**config.mk**
```make
export PLATFORM = sky130hd
export DESIGN_NAME = resp_ring_dispatch
export DESIGN_NICKNAME = d
export VERILOG_FILES = /design/src/rtl/rr_pkg.sv /design/src/rtl/rr_ring_writer.sv /design/src/rtl/rr_classifier.sv /design/src/rtl/rr_codec_slot.sv /design/src/rtl/rr_codec_tracker.sv /design/src/rtl/resp_ring_dispatch.sv
export SDC_FILE = /design/constraint.sdc
export NUM_CORES = 2
export LEC_CHECK = 0
export BUFFER_PORTS_ARGS = -buffer_cell sky130_fd_sc_hd__buf_2
export CORE_AREA = 2 2 343 345
export CTS_CLUSTER_SIZE = 16
export DETAILED_ROUTE_END_ITERATION = 16
export DIE_AREA = 0 0 345 347
export MAX_ROUTING_LAYER = met4
export PLACE_DENSITY = 0.61
export SLEW_MARGIN = 20
export SYNTH_ARGS = -nofsm -noshare
export SYNTH_HDL_FRONTEND = slang
export SYNTH_HIERARCHICAL = 1
export SYNTH_SLANG_ARGS = --single-unit
```
**constraint.sdc**
```tcl
create_clock -name clk -period 4.7 [get_ports clk]
set_input_delay 0.94 -clock clk [delete_from_list [all_inputs] [get_ports clk]]
set_output_delay 0.94 -clock clk [all_outputs]
set_load 0.01 [all_outputs]
```
**src/rtl/rr_pkg.sv**
```systemverilog
// Shared constants and types for the response ring dispatcher.
// Assumes the extended word carries the codec address in its low nibble
// and the unsolicited flag in bit 4; the block decodes both.
package rr_pkg;
    localparam int CODEC_AW    = 4;
    localparam int UNSOL_BIT   = 4;
    localparam int WORD_W      = 32;

    typedef struct packed {
        logic [WORD_W-1:0] ext;
        logic [WORD_W-1:0] data;
    } rr_entry_t;

    typedef enum logic [1:0] {
        RSP_SOLICITED = 2'd0,
        RSP_UNSOL     = 2'd1,
        RSP_BAD_ADDR  = 2'd2
    } rsp_kind_t;
endpackage

```
**src/rtl/rr_ring_writer.sv**
```systemverilog
// Ring writer: turns each accepted response into one slot write,
// pre-incrementing the write pointer, and counts slots toward the
// interrupt threshold. Assumes RING_ENTRIES is a power of two so the
// pointer wraps by natural overflow.
module rr_ring_writer
    import rr_pkg::*;
#(
    parameter int ADDR_W       = 64,
    parameter int RING_ENTRIES = 256,
    parameter int RING_OFFSET  = 2048,
    parameter int ENTRY_BYTES  = 8
) (
    input  logic                               clk,
    input  logic                               rst_n,
    input  logic                               store,
    input  logic                               wp_rst,
    input  logic                               irq_en,
    input  logic                               irq_clr,
    input  logic [$clog2(RING_ENTRIES)-1:0]    irq_thresh,
    input  logic [ADDR_W-1:0]                  cmd_base,
    input  rr_entry_t                          entry,
    output logic                               mem_wr_en,
    output logic [ADDR_W-1:0]                  mem_wr_addr,
    output logic [2*WORD_W-1:0]                mem_wr_data,
    output logic [$clog2(RING_ENTRIES)-1:0]    wr_ptr,
    output logic                               irq
);
    localparam int PTR_W     = $clog2(RING_ENTRIES);
    localparam int CNT_W     = PTR_W + 1;
    localparam int SLOT_SH   = $clog2(ENTRY_BYTES);

    logic [PTR_W-1:0] next_ptr;
    logic [CNT_W-1:0] slot_cnt;
    logic [CNT_W-1:0] thresh_eff;
    logic [CNT_W-1:0] slot_cnt_inc;
    logic             thresh_hit;
    logic             irq_stat;

    // Next pointer and threshold decode.
    always_comb begin
        next_ptr     = wr_ptr + 1'b1;
        thresh_eff   = (irq_thresh == '0) ? CNT_W'(RING_ENTRIES) : {1'b0, irq_thresh};
        slot_cnt_inc = slot_cnt + 1'b1;
        thresh_hit   = store && (slot_cnt_inc >= thresh_eff);
    end

    // Write pointer: reset pulse clears, stores pre-increment.
    always_ff @(posedge clk) begin
        if (!rst_n || wp_rst) wr_ptr <= '0;
        else if (store)       wr_ptr <= next_ptr;
    end

    // Memory write port registered one cycle after acceptance.
    always_ff @(posedge clk) begin
        if (!rst_n) begin
            mem_wr_en   <= 1'b0;
            mem_wr_addr <= '0;
            mem_wr_data <= '0;
        end else begin
            mem_wr_en <= store;
            if (store) begin
                mem_wr_addr <= cmd_base + ADDR_W'(RING_OFFSET)
                             + (ADDR_W'(next_ptr) << SLOT_SH);
                mem_wr_data <= entry;
            end
        end
    end

    // Slots written since the interrupt status was last set.
    always_ff @(posedge clk) begin
        if (!rst_n || wp_rst) slot_cnt <= '0;
        else if (thresh_hit)  slot_cnt <= '0;
        else if (store)       slot_cnt <= slot_cnt_inc;
    end

    // Interrupt status: set wins over write-1-to-clear.
    always_ff @(posedge clk) begin
        if (!rst_n)          irq_stat <= 1'b0;
        else if (thresh_hit) irq_stat <= 1'b1;
        else if (irq_clr)    irq_stat <= 1'b0;
    end

    assign irq = irq_stat & irq_en;

    // Every slot write moves the pointer by exactly one.
    assert_wp_step_R2: assert property (@(posedge clk) disable iff (!rst_n)
        mem_wr_en |-> (wr_ptr == PTR_W'($past(wr_ptr) + 1'b1)));

    // Status only rises together with a slot write.
    assert_irq_has_slot_R5: assert property (@(posedge clk) disable iff (!rst_n)
        $rose(irq_stat) |-> mem_wr_en);

    // A pointer reset leaves the pointer at zero and writes nothing.
    assert_wp_clear_R4: assert property (@(posedge clk) disable iff (!rst_n)
        wp_rst |=> (wr_ptr == '0) && !mem_wr_en);
endmodule

```
**src/rtl/rr_classifier.sv**
```systemverilog
// Classifier: decodes the extended word of an accepted response into
// matched, spurious, unsolicited or bad-address outcomes. Assumes the
// per-codec idle flags reflect counts before this cycle's update.
module rr_classifier
    import rr_pkg::*;
#(
    parameter int NUM_CODECS = 16
) (
    input  logic                  clk,
    input  logic                  rst_n,
    input  logic                  accept,
    input  rr_entry_t             entry,
    input  logic [NUM_CODECS-1:0] idle,
    output logic [NUM_CODECS-1:0] dec_vec,
    output logic                  unsol_valid,
    output logic [WORD_W-1:0]     unsol_data,
    output logic [WORD_W-1:0]     unsol_ext,
    output logic                  spurious,
    output logic                  addr_err
);
    logic [CODEC_AW-1:0]   codec;
    logic [NUM_CODECS-1:0] sel;
    rsp_kind_t             kind;
    logic                  sel_idle;
    logic                  is_sol;

    // Decode the responding codec into a one-hot select.
    always_comb begin
        codec = entry.ext[CODEC_AW-1:0];
        for (int i = 0; i < NUM_CODECS; i++) sel[i] = (32'(codec) == i);
        sel_idle = |(sel & idle);
    end

    // Kind of response; an invalid address takes precedence.
    always_comb begin
        if (32'(codec) >= NUM_CODECS)   kind = RSP_BAD_ADDR;
        else if (entry.ext[UNSOL_BIT])  kind = RSP_UNSOL;
        else                            kind = RSP_SOLICITED;
        is_sol  = accept && (kind == RSP_SOLICITED);
        dec_vec = (is_sol && !sel_idle) ? sel : '0;
    end

    // Registered event strobes.
    always_ff @(posedge clk) begin
        if (!rst_n) begin
            unsol_valid <= 1'b0;
            unsol_data  <= '0;
            unsol_ext   <= '0;
            spurious    <= 1'b0;
            addr_err    <= 1'b0;
        end else begin
            unsol_valid <= accept && (kind == RSP_UNSOL);
            spurious    <= is_sol && sel_idle;
            addr_err    <= accept && (kind == RSP_BAD_ADDR);
            if (accept && (kind == RSP_UNSOL)) begin
                unsol_data <= entry.data;
                unsol_ext  <= entry.ext;
            end
        end
    end

    // At most one outcome is reported per response.
    assert_one_outcome_R6: assert property (@(posedge clk) disable iff (!rst_n)
        $onehot0({unsol_valid, spurious, addr_err}));

    // Only a waiting codec is ever decremented.
    assert_dec_waiting_R9: assert property (@(posedge clk) disable iff (!rst_n)
        $onehot0(dec_vec) && ((dec_vec & idle) == '0));
endmodule

```
**src/rtl/rr_codec_slot.sv**
```systemverilog
// One codec's outstanding-command counter and latest solicited result.
// Assumes inc and dec may arrive together; they then cancel.
module rr_codec_slot
    import rr_pkg::*;
#(
    parameter int CNT_W = 8
) (
    input  logic              clk,
    input  logic              rst_n,
    input  logic              inc,
    input  logic              dec,
    input  logic [WORD_W-1:0] data,
    output logic              idle,
    output logic [WORD_W-1:0] last
);
    localparam logic [CNT_W-1:0] CNT_MAX = '1;

    logic [CNT_W-1:0] cnt;

    // Outstanding count, saturating on increment.
    always_ff @(posedge clk) begin
        if (!rst_n) cnt <= '0;
        else begin
            unique case ({inc, dec})
                2'b10:   if (cnt != CNT_MAX) cnt <= cnt + 1'b1;
                2'b01:   cnt <= cnt - 1'b1;
                default: cnt <= cnt;
            endcase
        end
    end

    // Latest result of a matched response.
    always_ff @(posedge clk) begin
        if (!rst_n)   last <= '0;
        else if (dec) last <= data;
    end

    assign idle = (cnt == '0);

    // An idle codec stays idle unless a command is issued.
    assert_no_underflow_R8: assert property (@(posedge clk) disable iff (!rst_n)
        (idle && !inc) |=> idle);

    // A command to an idle codec always leaves it waiting.
    assert_cmd_waits_R7: assert property (@(posedge clk) disable iff (!rst_n)
        (idle && inc) |=> !idle);
endmodule

```
**src/rtl/rr_codec_tracker.sv**
```systemverilog
// Bank of per-codec slots; routes command pulses by address and
// flattens the latest results. Addresses outside the bank are ignored.
module rr_codec_tracker
    import rr_pkg::*;
#(
    parameter int NUM_CODECS = 16,
    parameter int CNT_W      = 8
) (
    input  logic                         clk,
    input  logic                         rst_n,
    input  logic                         cmd_issued,
    input  logic [CODEC_AW-1:0]          cmd_addr,
    input  logic [NUM_CODECS-1:0]        dec_vec,
    input  logic [WORD_W-1:0]            data,
    output logic [NUM_CODECS-1:0]        idle,
    output logic [NUM_CODECS*WORD_W-1:0] last_flat
);
    logic [NUM_CODECS-1:0] inc_vec;

    // Decode command pulses into per-codec increments.
    always_comb begin
        for (int i = 0; i < NUM_CODECS; i++)
            inc_vec[i] = cmd_issued && (32'(cmd_addr) == i);
    end

    for (genvar g = 0; g < NUM_CODECS; g++) begin : g_slot
        rr_codec_slot #(.CNT_W(CNT_W)) u_slot (
            .clk  (clk),
            .rst_n(rst_n),
            .inc  (inc_vec[g]),
            .dec  (dec_vec[g]),
            .data (data),
            .idle (idle[g]),
            .last (last_flat[g*WORD_W +: WORD_W])
        );
    end
endmodule

```
**src/rtl/resp_ring_dispatch.sv**
```systemverilog
// Top: gates responses by the ring enable and pointer reset, writes them
// into the response ring and dispatches them to the codec tracker.
// Assumes one response and one command pulse at most per cycle.
module resp_ring_dispatch
    import rr_pkg::*;
#(
    parameter int NUM_CODECS   = 16,
    parameter int ADDR_W       = 64,
    parameter int RING_ENTRIES = 256,
    parameter int RING_OFFSET  = 2048,
    parameter int CNT_W        = 8
) (
    input  logic                                clk,
    input  logic                                rst_n,
    input  logic                                dma_en,
    input  logic                                irq_en,
    input  logic                                wp_rst,
    input  logic                                irq_clr,
    input  logic [$clog2(RING_ENTRIES)-1:0]     irq_thresh,
    input  logic [ADDR_W-1:0]                   cmd_base,
    input  logic                                rsp_valid,
    input  logic [31:0]                         rsp_data,
    input  logic [31:0]                         rsp_ext,
    input  logic                                cmd_issued,
    input  logic [3:0]                          cmd_addr,
    output logic                                mem_wr_en,
    output logic [ADDR_W-1:0]                   mem_wr_addr,
    output logic [63:0]                         mem_wr_data,
    output logic [$clog2(RING_ENTRIES)-1:0]     wr_ptr,
    output logic                                irq,
    output logic [NUM_CODECS-1:0]               codec_done,
    output logic [NUM_CODECS*32-1:0]            codec_last,
    output logic                                unsol_valid,
    output logic [31:0]                         unsol_data,
    output logic [31:0]                         unsol_ext,
    output logic                                spurious,
    output logic                                addr_err
);
    rr_entry_t             entry;
    logic                  accept;
    logic [NUM_CODECS-1:0] dec_vec;
    logic [NUM_CODECS-1:0] idle;

    // Acceptance: ring enabled and no pointer reset this cycle.
    always_comb begin
        entry.data = rsp_data;
        entry.ext  = rsp_ext;
        accept     = rsp_valid && dma_en && !wp_rst;
    end

    rr_ring_writer #(
        .ADDR_W      (ADDR_W),
        .RING_ENTRIES(RING_ENTRIES),
        .RING_OFFSET (RING_OFFSET),
        .ENTRY_BYTES (8)
    ) u_writer (
        .clk        (clk),
        .rst_n      (rst_n),
        .store      (accept),
        .wp_rst     (wp_rst),
        .irq_en     (irq_en),
        .irq_clr    (irq_clr),
        .irq_thresh (irq_thresh),
        .cmd_base   (cmd_base),
        .entry      (entry),
        .mem_wr_en  (mem_wr_en),
        .mem_wr_addr(mem_wr_addr),
        .mem_wr_data(mem_wr_data),
        .wr_ptr     (wr_ptr),
        .irq        (irq)
    );

    rr_classifier #(.NUM_CODECS(NUM_CODECS)) u_class (
        .clk        (clk),
        .rst_n      (rst_n),
        .accept     (accept),
        .entry      (entry),
        .idle       (idle),
        .dec_vec    (dec_vec),
        .unsol_valid(unsol_valid),
        .unsol_data (unsol_data),
        .unsol_ext  (unsol_ext),
        .spurious   (spurious),
        .addr_err   (addr_err)
    );

    rr_codec_tracker #(.NUM_CODECS(NUM_CODECS), .CNT_W(CNT_W)) u_track (
        .clk       (clk),
        .rst_n     (rst_n),
        .cmd_issued(cmd_issued),
        .cmd_addr  (cmd_addr),
        .dec_vec   (dec_vec),
        .data      (rsp_data),
        .idle      (idle),
        .last_flat (codec_last)
    );

    assign codec_done = idle;

    // Nothing reaches memory or the dispatcher while the ring is off.
    assert_off_quiet_R3: assert property (@(posedge clk) disable iff (!rst_n)
        !dma_en |=> !mem_wr_en && !unsol_valid && !spurious && !addr_err);

    // Every reported outcome comes with its slot write.
    assert_outcome_written_R10: assert property (@(posedge clk) disable iff (!rst_n)
        (unsol_valid || spurious || addr_err) |-> mem_wr_en);
endmodule

```
-- After elaboration in Yosys (flattened, before gate mapping)
Cells that the tools add are included.
- register bits: 854
- input bits: 148
- eq/ne operators: 96
- magnitude comparators: 1
- add/sub/neg operators: 36
- reduce and logical (&&, ||, !) cells: 83
- mux-type cells: 37
- bitwise logic cells: 2
- operators with widths (cell ; number):
    one-hot mux 8 bit (2 select lines) ; 16
    adder 8 x 1 -> 8 bit (second input constant) ; 17
    logical NOT 8 bit ; 17
    2-to-1 mux 8 bit ; 16
    inequality test 8 bit (second input constant) ; 16
    subtractor 8 x 1 -> 8 bit (second input constant) ; 16
    adder 64 x 11 -> 64 bit ; 1
    adder 64 x 12 -> 64 bit (second input constant) ; 1
    == test 4 bit (second input constant) ; 16
    nonzero test 2 bit ; 17
    == test 2 x 1 -> 1 bit (second input constant) ; 16
    == test 2 bit (second input constant) ; 16
    == test 4 x 3 -> 1 bit (second input constant) ; 8
    inequality test 2 bit (second input constant) ; 16
    AND reduction 2 bit ; 16
    logical AND 1 bit ; 24
    bitwise AND 16 bit ; 1
    == test 4 x 2 -> 1 bit (second input constant) ; 4
    2-to-1 mux 16 bit ; 1
    OR reduction 16 bit ; 1
    adder 9 x 1 -> 9 bit (second input constant) ; 1
    >= comparator 9 bit ; 1
    2-to-1 mux 9 bit ; 1
    == test 4 x 1 -> 1 bit (second input constant) ; 2
    other kinds (9) ; 14

-- Depth between registers and ports, before layout
- word-level depth: 9
- depth in mapped cells: 17
- mapped depth without buffers: 12

-- By module
The synthesis kept the hierarchy.
- modules (own cells, without submodules) (module ; sequential area each (sq um) ; area each (sq um) ; cells an instance ; times used):
    rr_codec_slot ; 800.8 ; 1760.4 ; 183 ; 16
    rr_ring_writer ; 2942.8 ; 6975.4 ; 776 ; 1
    rr_classifier ; 1321.3 ; 2900.3 ; 341 ; 1
    rr_codec_tracker ; 0.0 ; 117.6 ; 23 ; 1
    resp_ring_dispatch ; 0.0 ; 8.8 ; 1 ; 1

-- Least setup slack after synthesis
No wires, ideal clock.
- path type: input-to-reg
- start point: input port rsp_ext[0]
- end point: register u_track.g_slot[0].u_slot.cnt[6]
- data arrival time: 3.877 ns
- path slack: 0.752 ns
- stages on the path: 14
- path buffers: 5
- data required time: 4.628 ns
- cells stage by stage: dlymetal6s2s_1 -> a311o_1 -> a211o_1 -> buf_6 -> buf_12 -> nor4_2 -> nand2b_1 -> clkbuf_1 -> buf_2 -> xnor2_1 -> ha_1 -> or4_4 -> a22oi_2 -> mux2i_1
- cells in the longest elaborated chain, start to end: 9
- elaborated cells between the ends (all ways): 27
- RTL lines (what ; RTL line ; source):
    start: declaration ; resp_ring_dispatch.sv:23 ; input logic [31:0] rsp_ext,
    == test 4 x 1 -> 1 bit, or another cell as far along ; rr_classifier.sv:30 ; for (int i = 0; i < NUM_CODECS; i++) sel[i] = (32'(codec) == i);
    bitwise AND 16 bit ; rr_classifier.sv:31 ; sel_idle = |(sel & idle);
    OR reduction 16 bit ; rr_classifier.sv:31 ;
    logical NOT 1 bit ; rr_classifier.sv:40 ; dec_vec = (is_sol && !sel_idle) ? sel : '0;
    logical AND 1 bit ; rr_classifier.sv:40 ;
    2-to-1 mux 16 bit (*) ; rr_classifier.sv:40 ;
    named net dec_vec[0] ; resp_ring_dispatch.sv:41 ; logic [NUM_CODECS-1:0] dec_vec;
    == test 2 bit / == test 2 x 1 -> 1 bit (equally long branches) ; rr_codec_slot.sv:24 ; unique case ({inc, dec})
    inequality test 2 bit (no line) / nonzero test 2 bit (equally long branches) ; -- ;
    AND reduction 2 bit (no line) ; -- ;
    end signal: assignment ; rr_codec_slot.sv:25 ; 2'b10: if (cnt != CNT_MAX) cnt <= cnt + 1'b1;
    end signal: assignment ; rr_codec_slot.sv:26 ; 2'b01: cnt <= cnt - 1'b1;
    end signal: assignment ; rr_codec_slot.sv:27 ; default: cnt <= cnt;
    end: declaration ; rr_codec_slot.sv:18 ; logic [CNT_W-1:0] cnt;
Mark *: on every way through the listed nets, which the timed path passes. The rest lies on a longest branch.
A chain may end at the register's enable or synchronous reset.

-- Final worst setup path
- start point: register u_track.g_slot[1].u_slot.cnt[3]
- end point: register u_track.g_slot[11].u_slot.cnt[6]
- cells in the longest elaborated chain, start to end: 9
- elaborated cells between the ends (all ways): 12
- RTL lines (what ; RTL line ; source):
    start: declaration ; rr_codec_slot.sv:18 ;
    start signal: assignment ; rr_codec_slot.sv:25 ;
    start signal: assignment ; rr_codec_slot.sv:26 ;
    start signal: assignment ; rr_codec_slot.sv:27 ;
    logical NOT 8 bit (*) ; rr_codec_slot.sv:38 ; assign idle = (cnt == '0);
    bitwise AND 16 bit (*) ; rr_classifier.sv:31 ;
    OR reduction 16 bit (*) ; rr_classifier.sv:31 ;
    logical NOT 1 bit (*) ; rr_classifier.sv:40 ;
    logical AND 1 bit (*) ; rr_classifier.sv:40 ;
    2-to-1 mux 16 bit (*) ; rr_classifier.sv:40 ;
    named net dec_vec[11] ; resp_ring_dispatch.sv:41 ;
    == test 2 bit / == test 2 x 1 -> 1 bit (equally long branches) ; rr_codec_slot.sv:24 ;
    inequality test 2 bit (no line) / nonzero test 2 bit (equally long branches) ; -- ;
    AND reduction 2 bit (no line) ; -- ;
    end signal: assignment ; rr_codec_slot.sv:25 ;
    end signal: assignment ; rr_codec_slot.sv:26 ;
    end signal: assignment ; rr_codec_slot.sv:27 ;
    end: declaration ; rr_codec_slot.sv:18 ;
Marks and branches as above.

==> results.txt <==
- TritonCTS clock tree: done
* Initial antenna violation count: 4
- CTS built an H-tree with a depth of 3.
* Top Family by Delay on Critical Path: simple AND/OR/NAND/NOR gates
- Dpl cell area: 0.04366 mm^2
- After detailed placement, the design holds a cell count of 6244.
- For this run, the leading register cell type out of synthesis is dfxtp_1.
- In this run the clock root is driven by a clkbuf_16.
- Dividing the final minimum period by the clock period gives 86.09%.
- Endpoint kind of the worst setup timing path: flip-flop
- Final hold analysis gives a worst-case slack of 0.4483 ns.
- The tightest min-delay check is of the flip-flop to flip-flop type.
- Peak supply drop: 0.3056 mV
- Setup repair after global routing missed its margin: false
- Post-CTS repair timing setup buffer count: 0
- The first global-routing pass estimated 203700 um of wire.
* Sw Ratio: 24.20%
- The total count of hold-check failures in the final report came to 0.
- At the end of the flow the core is filled with cells to 40.70%.
- Share of power burned in the clock network: 49.6%
* Async set-reset flop share out of synthesis: 0%
- Cts-stage hold buffer count: 0
- Number of port buffers: 879
- Synthesis instantiated 88 different standard cells from the library.
- Post-route cell area: 0.04711 mm^2
* Overall Global Routing Usage: 22.99%
- The final layout contains routed wiring with a total length of 140400 um.
- The mapped netlist covers 0.03817 mm^2.
* Cell area power density: 348.2 mW/mm^2
* Leakage power of the design: 19.19 nW
- Clock buffer depth: 3
* Critical path type: flip-flop to flip-flop
- After detailed routing, the average wire length per cell comes to 21.86 um.
- The detailed router placed 32990 vias in this run.
* Detailed-router iteration count before antenna repair: 5
* Fraction of layout instances using a drive strength above 1: 26.04%
- In this design, the critical path's most frequently occurring cell is buf_4.
- Clock input transition at the sequential cells of the worst setup and hold paths: 0.06 ns
- For this design the total switching power over the nets is 3.971 mW.
* Area of the die: 0.1197 mm^2
- The detail route stage leaves a number of antenna-violating nets equal to 0.
- Final worst setup slack: 0.6538 ns
- Final #Nets: 5002
- Global routing used 4.854% of the available met3 tracks.
- Data required time at the worst endpoint: 5.31 ns
- Vias per cell: 5.135
- Max-slew headroom at the worst pin: 22.16%
* Outcome: finished clean
- Highest clock rate: 247.1 MHz
- Total half-perimeter wirelength after legalization and detailed placement: 97820 um
- For this run, global-route usage on met1 was measured as 28.44%.
- Pins over their slew limit: 0
- Averaged over all synthesized cells, the footprint is 9.380 um^2.
* Clk_lat worst skew: 0.68 ns
- Together, buffers and inverters on the worst path number 3.
- Setup WS pre-CTS: 0.4769 ns
- The tool flagged a number of max-cap violations equal to 0.
- Leaving out filler cells and counting taps, the final layout contains 6424.
* Initial core utilization: 32.98%
* Synthesis-to-layout area growth: 23.42%
- The synthesized design contains 0 enable-type register cells.
- From left edge to right edge, the die measures 345 um.
- Counting every instance in the synthesized netlist gives 4069.
* Cell-internal power: 12.44 mW
- Total negative slack for setup checks: 0 ns
* Number of global-route vias before repair: 30710
- The floorplan has 125 rows.
- The floorplan step set the die height to 347 um.
* Sequential fraction of the synthesis area: 44.74%
* Critical Path, Cell by Cell: or3_1, nor3_1, buf_4, or4b_1, o2111ai_1, o41a_1, buf_12, nor4_2, buf_4, nand2b_1, xnor2_1, ha_1, or4_4, a22oi_2, mux2i_1
- The congestion estimate from routability-driven global placement came to 0.9431.
* Combinational group share of total power: 5.6%
- The first routing iteration left 2459 violations.
* Number of ports placed on the die boundary: 881
- The floorplan step defined a core boundary enclosing 0.1157 mm^2.
- Maximum number of pins on one net before global-route repair: 118
- DRC violations left: 0
- Crit Path Max Fanout: 17
- # resized after CTS: 0
* Sequential share of power: 44.8%
* Clk_skew: 0.03285 ns
* Count of filler cells inserted in the layout: 11510
* Data arrival time of the critical path: 4.65 ns
- At the pin with the least slew margin, the transition time is 1.168 ns.
* Synthesis warning total: 6
- After synthesis the netlist holds a flip-flop and latch count of 853.
- In the global route stage, met2 resource usage came out at 36.54%.
- On the critical path, the stage with the largest delay is an instance of or4_4.
- For this run, the slowest stage of the critical path takes 0.55 ns.
* Final worst path period need: 4.046 ns
- CTS Buf Count: 96
- For this run the aggregate overflow at the end of global routing stands at 0.
* Startpoint type of the worst setup path: flip-flop
* Setup-violating endpoint count in the final report: 0
* Clock Sink Count: 853
- Post-Syn Nets: 4253
* Post-layout total power: 16.41 mW
* Global-route layer with the greatest usage: met2
==> cells in the mapped netlist (all sizes together) (64+ instances only) <==
library cell    n  area [um^2]
o21ai          92        460.4
a21oi         100        504.2
mux2i         669         6696
nor2          650         2442
nand2         263        987.2
clkbuf        130        488.0
nand3          84        425.4
nand4          97        606.8
a21boi         64        480.5
buf           166         1062
dfxtp         853        17080
nand2b        134        838.3
==> worst paths after layout <==
kind / from / end / slack (ns) / depth (start not counted)
worst max-delay path: u_track/g_slot[1].u_slot/cnt[3] / u_track/g_slot[11].u_slot/cnt[6] / 0.65 / 15
worst min-delay path: u_class/unsol_ext[13] / u_class/unsol_ext[13] / 0.45 / 2
worst max register to register: u_track/g_slot[1].u_slot/cnt[3] / u_track/g_slot[11].u_slot/cnt[6] / 0.65 / 15
worst min register to register: u_class/unsol_ext[13] / u_class/unsol_ext[13] / 0.45 / 2
==> cell families (layout without fill, tap and decap cells) <==
logic type                 Yosys count  in the layout  synth area share (%)
muxes                              669            669                 17.54
adders and majority gates           36             36                 1.200
DFF                                853            853                 44.74
and+or+nand+nor                   1582           1582                 20.73
other                                1              5              0.009825
buffers and inverters              347           1174                 4.586
AOI/OAI and AO/OA                  490            490                 9.106
xor gates and xnor gates            91             91                 2.088
==> power by group through the flow <==
| stage | Sequential (mW) | Combinational, mW | Clock [mW] |
|---|---|---|---|
| 6_report | 7.35 | 0.922 | 8.14 |
| 5_1_grt | 7.35 | 0.984 | 8.61 |
| 4_1_cts | 7.34 | 0.929 | 8.31 |
| 3_5_place_dp | 7.50 | 0.925 | 0 |
| 3_3_place_gp | 7.50 | 0.919 | 0 |
| 2_1_floorplan | 7.52 | 0.397 | 0 |
==> worst min-delay path: stages, from the launching register on <==
cell      delay [ns]
dfxtp_1         0.30
nand2_1         0.05
a21boi_1        0.05
==> flip-flops by register name (all words and copies together), names as in the netlist <==
signal and cells:
u_class/spurious 1, u_class/unsol_data 32, u_class/unsol_ext 32, u_class/unsol_valid 1, u_track/g_slot.u_slot/cnt 128, u_track/g_slot.u_slot/last 512, u_writer/irq_stat 1, u_writer/mem_wr_addr 64
u_writer/mem_wr_data 64, u_writer/mem_wr_en 1, u_writer/slot_cnt 9, u_writer/wr_ptr 8
==> layout by cell type, fill, tap and decap left out, types with 17 or more instances in the layout <==
master	netlist	final
buf_2	116	878
and3_1	47	47
a21o_1	38	38
nand2_1	263	262
dfxtp_1	853	853
xor2_1	52	52
a22oi_1	32	32
a31oi_1	25	25
or3_1	54	54
clkinv_2	0	17
clkbuf_16	0	97
mux2i_1	669	669
nor3_1	58	58
o21ai_0	76	76
xnor2_1	39	39
nand4_1	97	97
clkbuf_8	0	18
nor3b_1	32	32
a211oi_1	24	24
inv_1	33	33
nand3_1	83	83
nor2_1	649	649
a21boi_1	63	63
buf_4	1	63
or4_1	20	20
nand2b_1	134	134
a21oi_1	99	99
and4_1	20	20
ha_1	35	35
==> final cells by class <==
| cell class | instances | area (um^2) | share of cell area, % |
|---|---|---|---|
| repair buffers | 948 | 5002 | 10.62 |
| multi-input cells | 2869 | 19490 | 41.36 |
| clock inverters | 45 | 701.9 | 1.490 |
| flip-flops and latches | 853 | 17080 | 36.25 |
| inverters | 50 | 191.4 | 0.4064 |
| diodes | 4 | 10.01 | 0.02125 |
| well taps | 1524 | 1907 | 4.048 |
| clock buffers | 131 | 2735 | 5.806 |
==> routing by layer <==
layer / vias up / share of wire (%)
met5: - / 0
met4: 0 / 3.8
met3: 248 / 7.0
met2: 1117 / 46
met1: 15940 / 43
li1: 15690 / -
No activity file was read; power rests on OpenSTA's default activity.
